[src/rtl/csi2_evt_pkg.sv]
// Package: shared constants and the packet-kind type for the header event detector.
// Assumes data types are unsigned and compared as integers.
package csi2_evt_pkg;

    // Sync short-packet codes; the low two bits select the sync event.
    localparam int DT_FRAME_START = 'h00;
    localparam int DT_FRAME_END   = 'h01;
    localparam int DT_LINE_START  = 'h02;
    localparam int DT_LINE_END    = 'h03;
    // Boundaries of the data type ranges.
    localparam int DT_GEN_LO      = 'h08;
    localparam int DT_GEN_HI      = 'h0F;
    localparam int DT_LONG_LO     = 'h10;

    // ECC verdict codes.
    localparam logic [1:0] ECC_CLEAN = 2'b00;
    localparam logic [1:0] ECC_FIXED = 2'b01;

    typedef enum logic [1:0] {
        KIND_SYNC     = 2'd0,
        KIND_RSVD     = 2'd1,
        KIND_GENERIC  = 2'd2,
        KIND_LONG     = 2'd3
    } pkt_kind_e;

    typedef enum logic [1:0] {
        SYNC_FS = 2'd0,
        SYNC_FE = 2'd1,
        SYNC_LS = 2'd2,
        SYNC_LE = 2'd3
    } sync_sel_e;

endpackage

[src/rtl/csi2_dt_classify.sv]
// Module: sorts a data type into sync / reserved short / generic short / long,
// and names the sync event for sync types.
// Assumes DT_W is wide enough to hold the long-packet boundary (>= 5 bits).
module csi2_dt_classify
    import csi2_evt_pkg::*;
#(
    parameter int DT_W = 6
) (
    input  logic [DT_W-1:0] dt,
    output pkt_kind_e       kind,
    output sync_sel_e       sync_sel
);

    // Range decode of the data type into a packet kind.
    always_comb begin
        if (int'(dt) >= DT_LONG_LO)
            kind = KIND_LONG;
        else if (int'(dt) >= DT_GEN_LO && int'(dt) <= DT_GEN_HI)
            kind = KIND_GENERIC;
        else if (int'(dt) <= DT_LINE_END)
            kind = KIND_SYNC;
        else
            kind = KIND_RSVD;
    end

    // Sync event select from the low two bits (valid only for KIND_SYNC).
    always_comb begin
        unique case (dt[1:0])
            2'd0:    sync_sel = SYNC_FS;
            2'd1:    sync_sel = SYNC_FE;
            2'd2:    sync_sel = SYNC_LS;
            default: sync_sel = SYNC_LE;
        endcase
    end

endmodule

[src/rtl/csi2_vc_select.sv]
// Module: turns a channel number into a one-hot channel vector, gated by an enable.
// Assumes NUM_VC = 2**VC_W.
module csi2_vc_select #(
    parameter int VC_W   = 2,
    parameter int NUM_VC = 1 << VC_W
) (
    input  logic              en,
    input  logic [VC_W-1:0]   vc,
    output logic [NUM_VC-1:0] hit
);

    for (genvar v = 0; v < NUM_VC; v++) begin : g_vc
        // One comparator per channel.
        assign hit[v] = en && (int'(vc) == v);
    end

endmodule

[src/rtl/csi2_evt_stage.sv]
// Module: qualifies each event by packet kind and ECC verdict, then registers the
// pulses once. Assumes hit is one-hot or zero and already gated by the strobe and a
// repairable header.
module csi2_evt_stage
    import csi2_evt_pkg::*;
#(
    parameter int NUM_VC = 4
) (
    input  logic              clk,
    input  logic              rst_n,
    input  logic              strobe,
    input  logic              hdr_fatal,
    input  logic [NUM_VC-1:0] hit,
    input  pkt_kind_e         kind,
    input  sync_sel_e         sync_sel,
    input  logic              ecc_fixed,
    input  logic              crc_mismatch,
    output logic [NUM_VC-1:0] fs_q,
    output logic [NUM_VC-1:0] fe_q,
    output logic [NUM_VC-1:0] ls_q,
    output logic [NUM_VC-1:0] le_q,
    output logic [NUM_VC-1:0] crc_q,
    output logic [NUM_VC-1:0] fix_q,
    output logic              gen_q,
    output logic              fatal_q
);

    logic [NUM_VC-1:0] fs_d, fe_d, ls_d, le_d, crc_d, fix_d;
    logic              is_sync, is_long;
    logic              gen_d, fatal_d;

    assign is_sync = (kind == KIND_SYNC);
    assign is_long = (kind == KIND_LONG);

    for (genvar v = 0; v < NUM_VC; v++) begin : g_ch
        // Per-channel gating by packet kind and verdict.
        always_comb begin
            fs_d[v]  = hit[v] && is_sync && (sync_sel == SYNC_FS);
            fe_d[v]  = hit[v] && is_sync && (sync_sel == SYNC_FE);
            ls_d[v]  = hit[v] && is_sync && (sync_sel == SYNC_LS);
            le_d[v]  = hit[v] && is_sync && (sync_sel == SYNC_LE);
            crc_d[v] = hit[v] && is_long && crc_mismatch;
            fix_d[v] = hit[v] && !is_long && ecc_fixed;
        end
    end

    // Global events: generic short needs a usable header, fatal needs only the strobe.
    always_comb begin
        gen_d   = strobe && !hdr_fatal && (kind == KIND_GENERIC);
        fatal_d = strobe && hdr_fatal;
    end

    // Single register stage for every pulse.
    always_ff @(posedge clk) begin
        if (!rst_n) begin
            fs_q    <= '0;
            fe_q    <= '0;
            ls_q    <= '0;
            le_q    <= '0;
            crc_q   <= '0;
            fix_q   <= '0;
            gen_q   <= 1'b0;
            fatal_q <= 1'b0;
        end else begin
            fs_q    <= fs_d;
            fe_q    <= fe_d;
            ls_q    <= ls_d;
            le_q    <= le_d;
            crc_q   <= crc_d;
            fix_q   <= fix_d;
            gen_q   <= gen_d;
            fatal_q <= fatal_d;
        end
    end

    // no strobe, no events one cycle later.
    a_r7_idle_quiet: assert property (@(posedge clk) disable iff (!rst_n)
        !strobe |=> (fs_q == '0 && fe_q == '0 && ls_q == '0 && le_q == '0 &&
                     crc_q == '0 && fix_q == '0 && !gen_q && !fatal_q));

    // an uncorrectable header gives only the fatal pulse.
    a_r5_fatal_alone: assert property (@(posedge clk) disable iff (!rst_n)
        (strobe && hdr_fatal) |=> (fatal_q && fs_q == '0 && fe_q == '0 && ls_q == '0 &&
                                   le_q == '0 && crc_q == '0 && fix_q == '0 && !gen_q));

    // at most one sync event bit across all channels and codes.
    a_r9_sync_onehot: assert property (@(posedge clk) disable iff (!rst_n)
        $onehot0({fs_q, fe_q, ls_q, le_q}));

    // per-channel events never name two channels at once.
    a_r9_one_channel: assert property (@(posedge clk) disable iff (!rst_n)
        $onehot0(fs_q | fe_q | ls_q | le_q | crc_q | fix_q));

    // corrected-ECC (short only) and checksum error (long only) exclude each other.
    a_r4_r6_kind_split: assert property (@(posedge clk) disable iff (!rst_n)
        !((|fix_q) && (|crc_q)));

    // generic short packets never coincide with a sync event.
    a_r3_gen_not_sync: assert property (@(posedge clk) disable iff (!rst_n)
        gen_q |-> ((fs_q | fe_q | ls_q | le_q) == '0));

endmodule

[src/rtl/csi2_hdr_event_det.sv]
// Module: top of the header event detector. Classifies each strobed header, selects
// its channel when the ECC verdict allows, and emits registered one-cycle pulses.
// Assumes ecc_status and pay_crc_mismatch are valid in the strobe cycle.
module csi2_hdr_event_det
    import csi2_evt_pkg::*;
#(
    parameter int DT_W   = 6,
    parameter int VC_W   = 2,
    parameter int NUM_VC = 1 << VC_W
) (
    input  logic              clk,
    input  logic              rst_n,
    input  logic              hdr_vld,
    input  logic [DT_W-1:0]   hdr_dt,
    input  logic [VC_W-1:0]   hdr_vc,
    input  logic [1:0]        ecc_status,
    input  logic              pay_crc_mismatch,
    output logic [NUM_VC-1:0] ev_fs,
    output logic [NUM_VC-1:0] ev_fe,
    output logic [NUM_VC-1:0] ev_ls,
    output logic [NUM_VC-1:0] ev_le,
    output logic [NUM_VC-1:0] ev_crc_err,
    output logic [NUM_VC-1:0] ev_ecc_fix,
    output logic              ev_gen_short,
    output logic              ev_ecc_fatal
);

    pkt_kind_e         kind;
    sync_sel_e         sync_sel;
    logic              hdr_fatal;
    logic              hdr_fixed;
    logic [NUM_VC-1:0] vc_hit;

    // ECC verdict split: bit 1 marks uncorrectable, 01 marks a repaired header.
    always_comb begin
        hdr_fatal = ecc_status[1];
        hdr_fixed = (ecc_status == ECC_FIXED);
    end

    csi2_dt_classify #(.DT_W(DT_W)) u_cls (
        .dt       (hdr_dt),
        .kind     (kind),
        .sync_sel (sync_sel)
    );

    csi2_vc_select #(.VC_W(VC_W), .NUM_VC(NUM_VC)) u_vc (
        .en  (hdr_vld && !hdr_fatal),
        .vc  (hdr_vc),
        .hit (vc_hit)
    );

    csi2_evt_stage #(.NUM_VC(NUM_VC)) u_stage (
        .clk          (clk),
        .rst_n        (rst_n),
        .strobe       (hdr_vld),
        .hdr_fatal    (hdr_fatal),
        .hit          (vc_hit),
        .kind         (kind),
        .sync_sel     (sync_sel),
        .ecc_fixed    (hdr_fixed),
        .crc_mismatch (pay_crc_mismatch),
        .fs_q         (ev_fs),
        .fe_q         (ev_fe),
        .ls_q         (ev_ls),
        .le_q         (ev_le),
        .crc_q        (ev_crc_err),
        .fix_q        (ev_ecc_fix),
        .gen_q        (ev_gen_short),
        .fatal_q      (ev_ecc_fatal)
    );

    // the cycle after a reset edge shows no events.
    a_r1_reset_clear: assert property (@(posedge clk)
        !rst_n |=> (ev_fs == '0 && ev_fe == '0 && ev_ls == '0 && ev_le == '0 &&
                    ev_crc_err == '0 && ev_ecc_fix == '0 && !ev_gen_short && !ev_ecc_fatal));

    // a clean frame-start on a channel reaches that channel's bit.
    a_r2_fs_lands: assert property (@(posedge clk) disable iff (!rst_n)
        (hdr_vld && !ecc_status[1] && int'(hdr_dt) == DT_FRAME_START)
            |=> (ev_fs == NUM_VC'(1) << $past(hdr_vc)));

endmodule

[config.mk]
export PLATFORM = sky130hd
export DESIGN_NAME = csi2_hdr_event_det
export DESIGN_NICKNAME = d
export VERILOG_FILES = /design/src/rtl/csi2_evt_pkg.sv /design/src/rtl/csi2_dt_classify.sv /design/src/rtl/csi2_vc_select.sv /design/src/rtl/csi2_evt_stage.sv /design/src/rtl/csi2_hdr_event_det.sv
export SDC_FILE = /design/constraint.sdc
export NUM_CORES = 1
export LEC_CHECK = 0
export ABC_AREA = 0
export CELL_PAD_IN_SITES_DETAIL_PLACEMENT = 2
export CELL_PAD_IN_SITES_GLOBAL_PLACEMENT = 2
export CORE_MARGIN = 2
export CORE_UTILIZATION = 30
export CTS_CLUSTER_DIAMETER = 80
export DETAILED_ROUTE_END_ITERATION = 6
export DONT_BUFFER_PORTS = 1
export HOLD_SLACK_MARGIN = 0.12
export PLACE_DENSITY_LB_ADDON = 0.15
export SLEW_MARGIN = 30
export SYNTH_ARGS = -nofsm -noshare
export SYNTH_HDL_FRONTEND = slang
export SYNTH_SLANG_ARGS = --single-unit
[constraint.sdc]
create_clock -name clk -period 1.2 [get_ports clk]
set_clock_uncertainty 0.1 [all_clocks]
set_input_delay 0.24 -clock clk [delete_from_list [all_inputs] [get_ports clk]]
set_output_delay 0.24 -clock clk [all_outputs]
set_load 0.05 [all_outputs]
==> results.toml <==
[global_routing]
grt.total_usage_pct = 13.9
grt_max_degree = 17
grt_pass1_wl_um = 3360
grt_pass1_vias = 675
antenna_found_initial = 0
use_met1_pct = 16.0
grt_util_met2_pct = 25.3
use_met3_pct = 3.26
overflow = 0
grt.busiest_layer = "met2"

[setup_path]
slowest_stage = "dfxtp_1"
crit_fanout = 1
crit_path_start_kind = "register"
crit_family = "flip-flops"
endpoint_kind = "primary output"
cp_slowest_stage_delay_ns = 0.35
cp.required_ns = 0.86
crit_arrival_ns = 0.82
path_cells = "buf_6"
cp-startpoint = "u_stage.fs_q[3]$_SDFF_PN0_"
crit_buf_inv = 1
worst-setup-path-type = "register to primary output"

[die]
coreArea_mm2 = 0.00250
core.rowCount = 18
io_pins = 40
die_x_um = 55.7
start_util_pct = 32.0
die-area_mm2 = 0.00310
die_h_um = 55.7

[yosys]
synth_compound_area_share_pct = 0.938
synthMuxAreaShare_pct = 0
synth_top_family_by_area = "simple AND/OR/NAND/NOR gates"
synthDistinctLibCells = 17
syn_area_um2 = 801
ys_ff_latch = 26
synth_fa_ha_area_share_pct = 0
synth_xor_area_share_pct = 0
syn_inst = 68
synth_nets = 82
syn_area_per_cell_um2 = 11.8
synth-seq-area-share_pct = 65.0
yosys.area_share.simple_pct = 30.3
yosysWarnings = 0

[placed_design]
post_dp_cell_area_mm2 = 0.00107
io_buffers = 0
place_hpwl_um = 1520
gp_congestion = 0.690

[timing]
worstMarginPinSlew_ns = 0.380
min_period_over_period_pct = 97.0
rsz0062_at_grt = "true"
relSlewSlack_pct = 74.6
hold_viol = 0
finalSetupViolations = 0
slew_viol_final = 0
fmax_mhz = 859
fin_crit_ns = 1.16
whs_ns = 0.0196

[cts]
cts_root_buffer = "clkbuf_4"
cts.path.max_buffers = 2
cts_hold_buf = 5
postCtsSetupBuffers = 0
clk_pin_slew_worst_paths_ns = 0.14
clock_sinks = 26
htree_levels = 1
cts_buffers = 3
cts_tree = "done"

[routing]
num_vias = 667
ant_nets = 0
drc = 0
via_per_inst = 5.02
wl_um = 2210
routedWlPerCell_um = 16.6
drtPass1Iterations = 2
drt_iter0_drc = 2

[run]
cap_viol_max_count = 0

[power]
power.density_mw_per_mm2 = 1080
power_leakage_uw = 0.000492
peakVddDrop_v = 0.000536

[hold_path]
hp-class = "input port to register"
hold_start = "hdr_dt[0]"

[final_layout]
fin_nets = 118
n_antenna_cell = 0
areaGrowthSynthToFinish_pct = 60.0
postLayoutCellArea_mm2 = 0.00128
drive_gt1_share_pct = 61.2
final_util_pct = 51.3

[run_status]
status = "complete, no violations"
==> stage by stage <==
step	cells	setup WS, ns	TNS [ns]	total power (uW)
floorplan	68	-0.0834	-0.953	940
global placement	124	-0.115	-1.12	949
detailed placement	124	-0.163	-1.23	951
CTS	133	0.00118	0	1400
global route	133	-0.00919	-0.0336	1450
finish	133	0.0355	0	1380
==> power breakdown <==
group	internal, uW	total, uW	switching [uW]
clock network	185	434	249
registers	866	868	1.59
logic	33.8	81.6	47.8
==> cells by family after synthesis <==
| group | Yosys count |
|---|---|
| buf+inv | 4 |
| compound gates | 1 |
| simple gates | 37 |
| flops | 26 |
==> timing repair <==
| item | 4_1_cts | 5_1_grt |
|---|---|---|
| pin swaps | 0 | 2 |
| gates resized for setup | 7 | 37 |
| hold endpoints to repair | 25 | 17 |
| endpoints found under the setup margin | 7 | 36 |
==> per-layer routing <==
| metal | vias to the layer above | wire length [um] | part of all wire [%] |
|---|---|---|---|
| met3 | 2 | 144 | 6.5 |
| met2 | 25 | 1180 | 53 |
| met1 | 328 | 875 | 40 |
| met4 | 0 | 15 | 0.68 |
| li1 | 312 | - | - |
| met5 | - | 0 | 0 |
==> flip-flops by register name, summed over array words and instances, names as in the netlist <==
signal / cells
u_stage.crc_q: 4
u_stage.fatal_q: 1
u_stage.fe_q: 4
u_stage.fix_q: 4
u_stage.fs_q: 4
u_stage.gen_q: 1
u_stage.le_q: 4
u_stage.ls_q: 4
==> synth_stat cells <==
library cell,instances,area [um2]
nand3b_1,2,15.0
o211ai_1,1,7.51
dfxtp_1,26,521
nand4bb_1,2,22.5
nand4b_1,1,8.76
nor3_2,3,30.0
and3_1,2,12.5
clkbuf_1,1,3.75
buf_6,2,22.5
nor2_1,4,15.0
or3b_2,1,8.76
or4b_1,2,20.0
nor4b_1,1,8.76
inv_1,1,3.75
nor3_1,17,85.1
or4_4,1,11.3
nand3_1,1,5.00
==> area by class of cell <==
type	instances	area, um2
fillers	259	1220
flip-flops and latches	26	541
repair buffers	34	368
multi-input cells	38	295
well taps	30	37.5
clock buffers	4	36.3
inverters	1	3.75
==> cells in the final DEF (no fill, tap or decap) <==
| master | netlist | final |
|---|---|---|
| and3_1 | 2 | 2 |
| nand4bb_1 | 2 | 2 |
| buf_6 | 2 | 24 |
| clkbuf_8 | 0 | 1 |
| dlygate4sd3_1 | 0 | 4 |
| nand3_2 | 0 | 1 |
| o211ai_1 | 1 | 1 |
| dfxtp_2 | 0 | 16 |
| or4_4 | 1 | 1 |
| dfxtp_1 | 26 | 10 |
| nor2_1 | 4 | 4 |
| inv_1 | 1 | 1 |
| nand4b_1 | 1 | 1 |
| nor3_1 | 17 | 9 |
| or4b_1 | 2 | 2 |
| nor4b_1 | 1 | 1 |
| dlymetal6s4s_1 | 0 | 1 |
| nand3b_1 | 2 | 2 |
| clkbuf_4 | 0 | 3 |
| or3b_2 | 1 | 1 |
| buf_4 | 0 | 4 |
| nor3_2 | 3 | 11 |
| buf_8 | 0 | 1 |
==> path summary, 6_finish.rpt <==
check / to / slack (ns) / cells after the start
hold / removal: u_stage.le_q[1]$_SDFF_PN0_ / 0.02 / 2
setup / recovery: ev_fs[3] / 0.04 / 1
Power figures use the tool's default switching activity.
